<file path="config.mk">
export PLATFORM = sky130hd
export DESIGN_NAME = onehot_logic_reg
export DESIGN_NICKNAME = d
export VERILOG_FILES = /design/src/rtl/onehot_logic_pkg.sv /design/src/rtl/op_ctl_decode.sv /design/src/rtl/logic_bit_cell.sv /design/src/rtl/onehot_logic_reg.sv
export SDC_FILE = /design/constraint.sdc
export NUM_CORES = 1
export LEC_CHECK = 0
export BUFFER_PORTS_ARGS = -buffer_cell sky130_fd_sc_hd__buf_2
export CAP_MARGIN = 20
export CORE_MARGIN = 10
export CORE_UTILIZATION = 50
export CTS_BUF_LIST = sky130_fd_sc_hd__clkbuf_4 sky130_fd_sc_hd__clkbuf_8 sky130_fd_sc_hd__clkbuf_16
export DETAILED_ROUTE_END_ITERATION = 16
export HOLD_SLACK_MARGIN = 0.03
export PLACE_DENSITY = 0.74
export SYNTH_ARGS = -nofsm -noshare
export SYNTH_HDL_FRONTEND = slang
export SYNTH_SLANG_ARGS = --single-unit
</file>
<file path="constraint.sdc">
create_clock -name clk -period 1.9 [get_ports clk]
set_clock_uncertainty 0.05 [all_clocks]
set_input_delay 0.095 -clock clk [delete_from_list [all_inputs] [get_ports clk]]
set_output_delay 0.095 -clock clk [all_outputs]
set_load 0.01 [all_outputs]
</file>
<file path="src/rtl/onehot_logic_pkg.sv">
package onehot_logic_pkg;
  localparam int unsigned NUM_OPS = 3;
  typedef enum logic [1:0] {
    OP_IDX_AND = 2'd0,
    OP_IDX_XOR = 2'd1,
    OP_IDX_OR  = 2'd2
  } op_idx_e;
  typedef struct packed {
    logic do_or;
    logic do_xor;
    logic do_and;
  } op_strobes_t;
endpackage

</file>
<file path="src/rtl/op_ctl_decode.sv">
module op_ctl_decode
  import onehot_logic_pkg::*;
(
  input  logic        rst_n,
  input  op_strobes_t strobes,
  output op_strobes_t gated,
  output logic        load_en,
  output logic        illegal
);
  logic [NUM_OPS-1:0] vec;
  logic [1:0]         cnt;

  always_comb begin
    vec = strobes;
    cnt = '0;
    for (int i = 0; i < int'(NUM_OPS); i++) cnt = cnt + {1'b0, vec[i]};
  end

  assign illegal = (cnt > 2'd1);
  assign gated   = illegal ? '0 : strobes;
  assign load_en = (|gated) || !rst_n;
endmodule

</file>
<file path="src/rtl/logic_bit_cell.sv">
module logic_bit_cell
  import onehot_logic_pkg::*;
(
  input  logic        clk,
  input  logic        rst_n,
  input  logic        load_en,
  input  op_strobes_t sel,
  input  logic        b_in,
  output logic        a_q
);
  logic d_in;

  always_comb begin
    d_in = (sel.do_and & a_q & b_in)
         | (sel.do_xor & (a_q ^ b_in))
         | (sel.do_or  & (a_q | b_in));
    if (!rst_n) d_in = 1'b0;
  end

  always_ff @(posedge clk) begin
    if (load_en) a_q <= d_in;
  end
endmodule

</file>
<file path="src/rtl/onehot_logic_reg.sv">
module onehot_logic_reg
  import onehot_logic_pkg::*;
#(
  parameter int unsigned WIDTH = 8
) (
  input  logic             clk,
  input  logic             rst_n,
  input  logic             op_and,
  input  logic             op_xor,
  input  logic             op_or,
  input  logic [WIDTH-1:0] opnd,
  output logic [WIDTH-1:0] acc_q,
  output logic             bad_ctl
);
  localparam int unsigned LAST_BIT = WIDTH - 1;

  op_strobes_t raw_sel, cell_sel;
  logic        load_en;

  assign raw_sel = '{do_or: op_or, do_xor: op_xor, do_and: op_and};

  op_ctl_decode u_dec (
    .rst_n   (rst_n),
    .strobes (raw_sel),
    .gated   (cell_sel),
    .load_en (load_en),
    .illegal (bad_ctl)
  );

  for (genvar g = 0; g <= LAST_BIT; g++) begin : g_cell
    logic_bit_cell u_cell (
      .clk     (clk),
      .rst_n   (rst_n),
      .load_en (load_en),
      .sel     (cell_sel),
      .b_in    (opnd[g]),
      .a_q     (acc_q[g])
    );
  end

  logic seen_rst;
  always_ff @(posedge clk) begin
    if (!rst_n) seen_rst <= 1'b1;
    else if (seen_rst !== 1'b1) seen_rst <= 1'b0;
  end

  p_clear_r1: assert property (@(posedge clk) seen_rst === 1'b1 && !rst_n |=> acc_q == '0);
  p_and_r2: assert property (@(posedge clk) disable iff (!rst_n || seen_rst !== 1'b1)
    op_and && !op_xor && !op_or |=> acc_q == ($past(acc_q) & $past(opnd)));
  p_xor_r3: assert property (@(posedge clk) disable iff (!rst_n || seen_rst !== 1'b1)
    !op_and && op_xor && !op_or |=> acc_q == ($past(acc_q) ^ $past(opnd)));
  p_or_r4: assert property (@(posedge clk) disable iff (!rst_n || seen_rst !== 1'b1)
    !op_and && !op_xor && op_or |=> acc_q == ($past(acc_q) | $past(opnd)));
  p_idle_r5: assert property (@(posedge clk) disable iff (!rst_n || seen_rst !== 1'b1)
    !op_and && !op_xor && !op_or |=> $stable(acc_q));
  p_flag_r6: assert property (@(posedge clk)
    bad_ctl == ($countones({op_and, op_xor, op_or}) > 1));
  p_illegal_hold_r7: assert property (@(posedge clk) disable iff (!rst_n || seen_rst !== 1'b1)
    $countones({op_and, op_xor, op_or}) > 1 |=> $stable(acc_q));
endmodule

</file>
* Word-level counts from Yosys, hierarchy flattened
Index checks and enable logic that the tools add are counted.
Word-level totals: register bits after elaboration 8, input port bits 13, output and inout bits 9, word-level logic and storage cells 79
Cells by class: add/sub/neg operators 2, order comparisons 1, muxes and demuxes 1, bitwise gates (word level) 64, reductions and logical operators 3
Operators by type and width (count):
- AND 1 bit | 32
- bitwise OR 1 bit | 24
- XOR 1 bit | 8
- 2-to-1 mux 3 bit | 1
- OR reduction 3 bit | 1
- adder 1 x 1 -> 2 bit | 1
- adder 2 x 1 -> 2 bit | 1
- > comparator 2 x 1 -> 1 bit (second input constant) | 1
- logical NOT 1 bit | 1
- logical OR 1 bit | 1

* Logic depth before layout (Yosys ltp)
Gate-level depths: netlist (run 1).
word-level depth 8, depth in mapped cells 4

* Hierarchy
A second synthesis (run 1) with hierarchy kept.
Unflattened totals: cell total of the unflattened synthesis 80, area total of the unflattened synthesis 658.1 µm²
By module, submodules not included:
- logic_bit_cell | times used 8, cells an instance 9, area each 75.1 µm², sequential area each 30.0 µm²
- op_ctl_decode | times used 1, cells an instance 8, area each 57.6 µm², sequential area each 0.0 µm²

* Worst setup path before layout (run 1)
No wires, ideal clock.
path kind input to register, start input op_and, end register g_cell[0].u_cell.a_q, enable pin, arrival 1.315 ns, setup slack 0.151 ns, stages 4, buffers on the path 1, path through ha_1 a21o_1 buf_6 o21ai_0
On the way: longest elaborated chain between the ends 6
RTL lines:
- from (decl) | line onehot_logic_reg.sv:8 | input logic op_and,
- adder 1 x 1 -> 2 bit | line op_ctl_decode.sv:16 | for (int i = 0; i < int'(NUM_OPS); i++) cnt = cnt + {1'b0, vec[i]};
- adder 2 x 1 -> 2 bit | line op_ctl_decode.sv:16
- > comparator 2 x 1 -> 1 bit | line op_ctl_decode.sv:19 | assign illegal = (cnt > 2'd1);
- via bad_ctl | line onehot_logic_reg.sv:13 | output logic bad_ctl
- 2-to-1 mux 3 bit | line op_ctl_decode.sv:20 | assign gated = illegal ? '0 : strobes;
- OR reduction 3 bit | line op_ctl_decode.sv:21 | assign load_en = (|gated) || !rst_n;
- logical OR 1 bit | line op_ctl_decode.sv:21
- via g_cell[0].u_cell.load_en | line logic_bit_cell.sv:6 | input logic load_en,
- to (signal assigned) | line logic_bit_cell.sv:21 | if (load_en) a_q <= d_in;
- to (decl) | line logic_bit_cell.sv:9 | output logic a_q
The timed path passes the listed nets, and every way through them passes these cells. A chain may end at the register's enable or synchronous reset.

* Final worst setup path (run 1)
start input op_and, end register g_cell[5].u_cell.a_q, enable pin
On the way: longest elaborated chain between the ends 6
RTL lines (line):
- adder 1 x 1 -> 2 bit | op_ctl_decode.sv:16
- adder 2 x 1 -> 2 bit | op_ctl_decode.sv:16
- > comparator 2 x 1 -> 1 bit | op_ctl_decode.sv:19
- 2-to-1 mux 3 bit (*) | op_ctl_decode.sv:20
- OR reduction 3 bit (*) | op_ctl_decode.sv:21
- logical OR 1 bit (*) | op_ctl_decode.sv:21
- via g_cell[0].u_cell.load_en | logic_bit_cell.sv:6
- to (signal assigned) | logic_bit_cell.sv:21
- to (decl) | logic_bit_cell.sv:9
The timed path passes the listed nets; every way through them passes the cells marked *.

==> impl_metrics.py, run 1 <==
metrics = {
    "status": {
        "status": "finished, final reports clean",
    },
    "grt": {
        "grt_overflow_total": 0,
        "grt_pass1_wl_um": 2650,
        "grt_usage_pct": 9.58,
        "antenna_found_initial": 0,
        "grt_max_degree": 11,
        "grt_pass1_vias": 555,
    },
    "detailed_routing": {
        "dr.pass1.iters": 4,
        "dr_wl_met3_um": 120,
        "via_per_inst": 5.16,
        "via_count": 573,
        "wl_per_cell_um": 14.3,
        "wirelength_um": 1590,
        "wl_met1_um": 730,
        "ant_nets": 0,
        "drt_iter0_markers": 32,
        "drc_errors": 0,
        "wl_met2_um": 706,
        "top_layer_used": "met4",
    },
    "logic_synthesis": {
        "synthCells": 80,
        "synth_area_um2": 761,
        "ys_types": 13,
        "synth_edf_count": 8,
        "ys_seq_area_share_pct": 31.6,
        "synthAdderAreaFrac_pct": 14.8,
        "yosys_warnings": 0,
        "synth_common_cells": "17 x inv_1, 9 x ha_1",
        "yosys.area.top_type": "edfxtp_1",
        "synthArstFlopShare_pct": 0,
        "syn-num-nets": 102,
        "muxShareOfSynthArea_pct": 0,
        "synth_xor_area_share_pct": 0,
        "synth_top_area_share_pct": 31.6,
        "yosysMostFrequentCell": "inv_1",
        "synth_top_family_by_area": "buffers and inverters",
        "syn_area_per_cell_um2": 9.51,
        "synthFlopType": "edfxtp_1",
        "synth-seq-cells": 8,
        "ys_top_cells_by_area": "edfxtp_1 32%, a311oi_2 16%, ha_1 15%",
        "synth-compound-area-share_pct": 17.4,
        "synth-simple-area-share_pct": 16.4,
    },
    "floorplan": {
        "die-area_mm2": 0.00348,
        "initial_core_util_pct": 51.7,
        "die-width_um": 59.0,
        "core.rowCount": 14,
        "core_area_mm2": 0.00147,
        "io_pins": 22,
        "chipHeight_um": 59.0,
    },
    "critical_path": {
        "crit_fanout": 10,
        "cp-start-kind": "input port",
        "crit_chain": "buf_2 > ha_1 > a21o_1 > o21ai_0 > buf_4",
        "crit_start": "op_and",
        "cp.arrival_ns": 1.30,
        "r2r-start": "g_cell[2].u_cell.a_q",
        "critPathMaxStageDelay_ns": 0.33,
        "critPathSlowestCell": "o21ai_0",
        "crit_path_end_kind": "flip-flop",
        "worstPathRequired_ns": 1.81,
        "critPathBufInv": 2,
        "cp_top_family": "compound AO/OA/AOI/OAI gates",
        "path_class": "in2reg",
    },
    "sta": {
        "max_slew_margin_pct": 73.5,
        "finalSetupTns_ns": 0,
        "min_period_ns": 1.39,
        "tightest_slew_ns": 0.397,
        "slew_violations": 0,
        "fin_crit_sh_pct": 73.0,
        "finalSetupViolations": 0,
        "hold_viol": 0,
        "grt_setup_unrepaired": "no",
        "fmax_mhz": 721,
    },
    "clock_network": {
        "post_cts_resized": 0,
        "path_clk_slew_ns": 0.06,
        "cts_root_buffer": "clkbuf_4",
        "clock_latency_ns": 0.25,
        "clock_path_buffers": 2,
        "cts_made_buffers": 3,
        "clock-sinks": 8,
        "postCtsSetupBuffers": 0,
        "cts_hold_buffers": 0,
        "cts_max_level": 1,
        "cts_tree": "done",
    },
    "job": {
        "maxCapViolations": 0,
    },
    "layout": {
        "regMostFlops": "g_cell.u_cell.a_q",
        "nNetsFinal": 119,
        "syn_to_final_growth_pct": 10.0,
        "diodes": 0,
        "drive_gt1_share_pct": 35.8,
        "top_regs": "g_cell.u_cell.a_q: 8 flops",
        "nFillCells": 141,
        "largest_register_ffs": 8,
    },
    "place": {
        "place_congestion": 0.725,
        "port_buffers": 21,
        "dp_hpwl_um": 1290,
    },
    "pwr": {
        "vdd_drop_max_uv": 257,
        "p_total_mw": 0.535,
        "p_leak_nw": 0.405,
        "p_per_area_mw_per_mm2": 640,
    },
    "min_path": {
        "hp-start": "rst_n",
        "min_path_type": "in2reg",
    },
}
cell usage in the layout, fill, tap and decap left out, drive strengths merged:
master / n
a21o: 1
a311oi: 8
buf: 23
clkbuf: 3
edfxtp: 8
ha: 9
inv: 17
nand2: 8
nand2b: 8
nand3: 8
nor3: 1
o21ai: 1
final cells by class:
| class | instances | area, um2 | share of cell area, % |
|---|---|---|---|
| clock buffer | 3 | 22.5 | 2.69 |
| inverter | 17 | 63.8 | 7.62 |
| multi-input combinational | 44 | 370 | 44.2 |
| sequential | 8 | 240 | 28.7 |
| tap | 16 | 20.0 | 2.39 |
| timing repair buffer | 23 | 120 | 14.3 |
routing by layer:
metal,up-vias,GRT usage (%)
li1,295,-
met1,252,13.7
met2,22,12.6
met3,4,2.36
met4,0,4.92
met5,-,0
final timing paths:
| path | to | slack [ns] | cells after the start |
|---|---|---|---|
| setup / recovery | g_cell[5].u_cell.a_q | 0.51 | 5 |
| hold / removal | g_cell[4].u_cell.a_q | 0.20 | 2 |
| setup reg to reg | g_cell[2].u_cell.a_q | 0.61 | 4 |
| hold reg to reg | g_cell[6].u_cell.a_q | 0.72 | 2 |
cell families (layout without fill, tap and decap cells):
kind of cell    count (synthesis)  in the layout
buf+inv                        28             43
simple gates                   25             25
compound gates                 10             10
fa+ha+maj                       9              9
flops                           8              8
metrics by stage:
step | cell area, um2 | utilization (%) | std cells | hold slack, ns | setup slack, ns
finish | 837 | 56.9 | 111 | 0.203 | 0.513
global route | 837 | 56.9 | 111 | 0.232 | 0.416
CTS | 837 | 56.9 | 111 | 0.200 | 0.510
detailed placement | 815 | 55.4 | 108 | 0.463 | 0.249
global placement | 815 | 55.4 | 108 | 0.460 | 0.284
floorplan | 761 | - | 80 | 0.362 | 0.151
power breakdown:
group | leakage (nW) | switching (mW) | internal [mW] | total [mW]
registers | 0.0877 | 0.0167 | 0.221 | 0.238
logic | 0.304 | 0.0941 | 0.0735 | 0.168
clock network | 0.0138 | 0.0574 | 0.0723 | 0.130
Note: power is estimated with default switching activity, not from simulation.
==> inputs of run 2 (changes only) <==
Clock period 1.9 ns to 1.3 ns, I/O delays scaled along.
==> run 2 against run 1 <==
Against the previous run:
- sequential share of layout area fell by 1.3 points
- first-iteration DRC count decreased by 66%
- cell count is 2.7% higher
- critical path type is now reg2reg
- largest power group unchanged
==> impl_metrics.py, run 2 (same netlist as run 1, synthesis figures left out) <==
metrics = {
    "status": {
        "status": "finished, final reports clean",
    },
    "clock_network": {
        "cts_root_buffer": "clkbuf_4",
        "cts_made_buffers": 3,
        "path_clk_slew_ns": 0.06,
        "clock-sinks": 8,
        "cts_tree": "done",
        "clock_latency_ns": 0.26,
        "cts_max_level": 1,
        "clock_path_buffers": 2,
    },
    "floorplan": {
        "die-area_mm2": 0.00348,
        "core.rowCount": 14,
        "io_pins": 22,
        "chipHeight_um": 59.0,
        "core_area_mm2": 0.00147,
        "die-width_um": 59.0,
        "initial_core_util_pct": 51.7,
    },
    "pwr": {
        "p_comb_share_pct": 33.0,
        "switching_share_pct": 32.8,
        "internal_power_mw": 0.552,
        "switchingPower_mw": 0.269,
        "vdd_drop_max_uv": 523,
        "pwr-share-seq_pct": 42.0,
        "p_leak_nw": 0.427,
        "pwr-share-clk_pct": 25.0,
        "p_per_area_mw_per_mm2": 935,
    },
    "sta": {
        "grt_setup_unrepaired": "yes",
        "min_period_ns": 1.21,
        "hold_viol": 0,
        "max_slew_margin_pct": 73.1,
        "finalSetupTns_ns": 0,
        "whs_ns": 0.158,
        "fmax_mhz": 824,
        "tightest_slew_ns": 0.403,
        "fin_crit_sh_pct": 93.3,
        "finalSetupViolations": 0,
        "slew_violations": 0,
    },
    "place": {
        "place_congestion": 0.780,
        "port_buffers": 21,
        "dp_hpwl_um": 1360,
    },
    "grt": {
        "grt_max_degree": 11,
        "grt_usage_pct": 11.0,
        "grt_pass1_vias": 655,
        "grt_overflow_total": 0,
        "grt_pass1_wl_um": 2990,
        "antenna_found_initial": 0,
    },
    "critical_path": {
        "worstPathRequired_ns": 1.33,
        "cp.arrival_ns": 1.25,
        "crit_path_end": "g_cell[1].u_cell.a_q",
        "path_depth": 4,
        "critPathMaxStageDelay_ns": 0.36,
        "critPathSlowestCell": "edfxtp_1",
        "r2r_slack_ns": 0.09,
        "rr_worst_depth": 4,
        "r2r-end": "g_cell[1].u_cell.a_q",
        "critPathBufInv": 1,
        "path_class": "reg2reg",
        "r2r-start": "g_cell[1].u_cell.a_q",
        "cp_top_family": "flip-flops",
        "crit_chain": "inv_1 > ha_1 > nand2b_1 > a311oi_2",
        "crit_path_end_kind": "flip-flop",
        "crit_fanout": 3,
        "crit_start": "g_cell[1].u_cell.a_q",
        "cp-start-kind": "flip-flop",
    },
    "layout": {
        "nNetsFinal": 122,
        "postLayoutCoreUtil_pct": 59.7,
        "final_common_cell": "buf_2",
        "syn_to_final_growth_pct": 15.5,
        "regMostFlops": "g_cell.u_cell.a_q",
        "drive_gt1_share_pct": 39.8,
        "largest_register_ffs": 8,
        "top_regs": "g_cell.u_cell.a_q: 8 flops",
        "layout_common_cells": "21 x buf_2, 17 x inv_1, 9 x ha_1",
        "diodes": 0,
    },
    "detailed_routing": {
        "wirelength_um": 1750,
        "wl_per_cell_um": 15.3,
        "via_count": 615,
        "via_per_inst": 5.39,
        "ant_nets": 0,
        "drc_errors": 0,
        "drt_iter0_markers": 11,
        "dr.pass1.iters": 7,
    },
    "job": {
        "maxCapViolations": 0,
    },
    "min_path": {
        "min_path_type": "in2reg",
    },
}
==> run 2: changes by cell type in the layout (fill, tap and decap cells not counted) <==
cell,change
buf_4,+3
nand2b_1,-1
nand2b_4,+1
o21ai_0,-1
o21ai_4,+1
==> run 2: routing by layer <==
| layer | up-vias | routed length [um] | track usage (%) | share of wire [%] |
|---|---|---|---|---|
| met4 | 0 | 38 | 6.89 | 2.2 |
| met2 | 27 | 846 | 17.4 | 48 |
| met3 | 4 | 114 | 2.79 | 6.5 |
| met1 | 282 | 750 | 13.0 | 43 |
| li1 | 302 | - | - | - |
| met5 | - | 0 | 0 | 0 |
==> run 2: final cells by class <==
class | count | area (um2)
Sequential cell | 8 | 240
Multi-Input combinational cell | 44 | 389
Timing Repair Buffer | 26 | 143
Clock buffer | 3 | 22.5
Tap cell | 16 | 20.0
Inverter | 17 | 63.8
Fill cell | 129 | 593
==> run 2: through the flow <==
| step | std cells | setup slack, ns | total power [mW] | instance area, um2 |
|---|---|---|---|---|
| final | 114 | 0.0866 | 0.821 | 878 |
| after global routing | 114 | -0.00211 | 0.876 | 878 |
| after CTS | 113 | 0.0638 | 0.818 | 863 |
| after detailed placement | 110 | -0.0486 | 0.615 | 841 |
| after global placement | 110 | -0.0292 | 0.603 | 841 |
| after floorplan | 80 | 0.0464 | 0.552 | 772 |
==> run 2: worst min path at each step <==
stage | slack [ns] | cells after the start | startpoint | to
2_1_floorplan | 0.24 | 1 | rst_n | g_cell[0].u_cell.a_q
3_3_place_gp | 0.42 | 2 | rst_n | g_cell[5].u_cell.a_q
3_5_place_dp | 0.42 | 2 | rst_n | g_cell[5].u_cell.a_q
4_1_cts | 0.15 | 2 | rst_n | g_cell[3].u_cell.a_q
5_1_grt | 0.16 | 2 | rst_n | g_cell[5].u_cell.a_q
6_report | 0.16 | 2 | rst_n | g_cell[4].u_cell.a_q
==> run 2: power groups by stage <==
stage | clock [mW] | combinational, mW | sequential, mW
4_1_cts | 0.206 | 0.266 | 0.346
2_1_floorplan | 0 | 0.207 | 0.345
6_report | 0.205 | 0.271 | 0.345
5_1_grt | 0.219 | 0.308 | 0.349
3_3_place_gp | 0 | 0.254 | 0.349
3_5_place_dp | 0 | 0.264 | 0.351
==> run 2: what timing repair did <==
action	4_1_cts	5_1_grt
hold buffers	0	0
buffers inserted	0	1
endpoints found under the setup margin	0	1
gates resized for setup	0	1
==> inputs of run 3 (changes only) <==
Settings changed: CORE_UTILIZATION 50 to 48, SYNTH_HIERARCHICAL set to 1.
==> run 3 against run 2 <==
Against the previous run:
- combinational power down 8.9%
- synthesized cell count unchanged
- synthesized area down 13%
- total power down 3.5%
- sequential power up 2%
- hold slack better by 0.0014 ns
- setup slack better by 0.018 ns
- sequential share of layout area up 0.40 points
- fmax up 1.5%
- global-route usage down 0.85 points
- largest cell class unchanged
- highest routed layer is now met3
==> impl_metrics.py, run 3 <==
metrics = {
    "status": {
        "status": "finished, final reports clean",
    },
    "layout": {
        "final_cells": 126,
        "diodes": 0,
        "drive_gt1_share_pct": 33.3,
        "regMostFlops": "g_cell.u_cell/a_q",
        "final_cell_area_um2": 866,
        "top_regs": "g_cell.u_cell/a_q: 8 flops",
        "syn_to_final_growth_pct": 31.6,
        "layout_common_cells": "24 x inv_1, 21 x buf_2, 9 x ha_1",
        "final_common_cell": "inv_1",
        "nNetsFinal": 135,
        "largest_register_ffs": 8,
    },
    "floorplan": {
        "core.rowCount": 13,
        "initial_core_util_pct": 50.6,
        "die-area_mm2": 0.00325,
        "core_area_mm2": 0.00130,
        "io_pins": 22,
        "die-width_um": 57.0,
        "chipHeight_um": 57.0,
    },
    "detailed_routing": {
        "via_count": 629,
        "wl_per_cell_um": 13.2,
        "drt_iter0_markers": 8,
        "via_per_inst": 4.99,
        "drc_errors": 0,
        "dr.pass1.iters": 4,
        "wirelength_um": 1660,
        "ant_nets": 0,
    },
    "pwr": {
        "p_leak_nw": 0.456,
        "p_per_area_mw_per_mm2": 916,
        "vdd_drop_max_uv": 420,
        "p_total_mw": 0.793,
    },
    "critical_path": {
        "crit_path_end_kind": "flip-flop",
        "crit_start": "op_and",
        "r2r-start": "g_cell[2].u_cell/a_q",
        "rr_worst_depth": 4,
        "r2r_slack_ns": 0.11,
        "cp-start-kind": "input port",
        "crit_chain": "buf_2 > ha_1 > a21oi_2 > and2_2 > nand3_1 > a31oi_1",
        "critPathMaxStageDelay_ns": 0.32,
        "r2r-end": "g_cell[2].u_cell/a_q",
        "critPathSlowestCell": "ha_1",
        "cp.arrival_ns": 1.23,
        "crit_path_end": "g_cell[2].u_cell/a_q",
        "path_class": "in2reg",
        "worstPathRequired_ns": 1.34,
        "crit_fanout": 8,
    },
    "place": {
        "place_congestion": 0.698,
        "dp_hpwl_um": 1380,
        "dp.cells": 123,
        "port_buffers": 21,
        "place_area_um2": 843,
    },
    "sta": {
        "min_period_ns": 1.20,
        "fin_crit_sh_pct": 91.9,
        "fmax_mhz": 837,
        "tightest_slew_ns": 0.212,
        "whs_ns": 0.159,
        "grt_setup_unrepaired": "no",
        "finalSetupViolations": 0,
        "slew_violations": 0,
        "max_slew_margin_pct": 85.8,
        "hold_viol": 0,
        "finalSetupTns_ns": 0,
    },
    "logic_synthesis": {
        "synth-seq-cells": 8,
        "synthCells": 80,
        "yosys.area.top_type": "edfxtp_1",
        "syn_area_per_cell_um2": 8.23,
        "ys_types": 13,
        "synthArstFlopShare_pct": 0,
        "synth_common_cells": "24 x inv_1, 9 x ha_1",
        "yosys_warnings": 6,
        "synthFlopType": "edfxtp_1",
        "synth_edf_count": 8,
        "syn-num-nets": 102,
        "synth_area_um2": 658,
        "synth_top_area_share_pct": 36.5,
        "ys_seq_area_share_pct": 36.5,
        "yosysMostFrequentCell": "inv_1",
        "ys_top_cells_by_area": "edfxtp_1 37%, ha_1 17%, inv_1 14%",
    },
    "clock_network": {
        "cts_max_level": 1,
        "cts_made_buffers": 3,
        "clock_path_buffers": 2,
        "clock_latency_ns": 0.25,
        "cts_hold_buffers": 0,
        "cts_root_buffer": "clkbuf_4",
        "post_cts_resized": 0,
        "path_clk_slew_ns": 0.06,
        "cts_tree": "done",
        "postCtsSetupBuffers": 0,
        "clock-sinks": 8,
    },
    "job": {
        "maxCapViolations": 0,
    },
    "min_path": {
        "min_path_type": "in2reg",
        "hp-start": "opnd[5]",
    },
    "grt": {
        "antenna_found_initial": 0,
        "grt_usage_pct": 10.2,
        "grt_max_degree": 10,
        "grt_pass1_wl_um": 2720,
        "grt_pass1_vias": 647,
        "grt_overflow_total": 0,
    },
}
==> run 3: cell types whose count changed in the layout (fill, tap and decap cells not counted), sizes merged <==
cell,previous run,this run
a21oi,0,1
inv,17,25
and2,0,2
a311oi,8,0
a21o,1,0
buf,26,28
a31oi,0,8
nor3b,0,1
==> run 3: worst min-delay path by stage <==
| stage | end | slack (ns) | depth (start not counted) |
|---|---|---|---|
| global route | g_cell[0].u_cell/a_q | 0.16 | 3 |
| finish | g_cell[5].u_cell/a_q | 0.16 | 3 |
| CTS | g_cell[6].u_cell/a_q | 0.15 | 3 |
| global placement | g_cell[5].u_cell/a_q | 0.42 | 3 |
| floorplan | bad_ctl | 0.20 | 2 |
| detailed placement | g_cell[6].u_cell/a_q | 0.43 | 3 |
==> run 3: through the flow <==
| step | utilization [%] | worst slack (ns) |
|---|---|---|
| 6_report | 66.5 | 0.105 |
| 5_1_grt | 66.5 | 0.0529 |
| 4_1_cts | 66.5 | 0.0990 |
| 3_5_place_dp | 64.8 | -0.161 |
| 3_3_place_gp | 64.8 | -0.0790 |
| 2_1_floorplan | - | -0.00250 |
==> run 3: where the power goes <==
group          switching (mW)  leakage [nW]  internal [mW]
registers              0.0262        0.0878          0.325
logic                   0.132         0.354          0.115
clock network          0.0894        0.0138          0.106
total                   0.247         0.456          0.546
==> run 3: kinds of logic after synthesis <==
logic type               synth area share, %
AO/OA/AOI/OAI                           9.70
buffers and inverters                   14.3
AND/OR/NAND/NOR                         22.4
flip-flops                              36.5
adder cells (fa/ha/maj)                 17.1
==> run 3: final cells by class <==
cell class	count	area (um2)
clock buffers	3	22.5
fillers	118	435
inverters	25	93.8
multi-input cells	47	333
flip-flops and latches	8	240
well taps	15	18.8
repair buffers	28	158
==> run 3: critical path: cells and delay by family <==
family                     cells  cell delay [ns]
AOI/OAI and AO/OA              2             0.37
buffers and inverters          1             0.11
adders and majority gates      1             0.32
and+or+nand+nor                2             0.35
==> run 3: per-layer routing <==
layer  global-route usage, %  part of all wire, %
met1                    11.1                   45
met2                    16.7                   50
met3                    3.32                  4.9
met4                    6.04                    0
met5                       0                    0
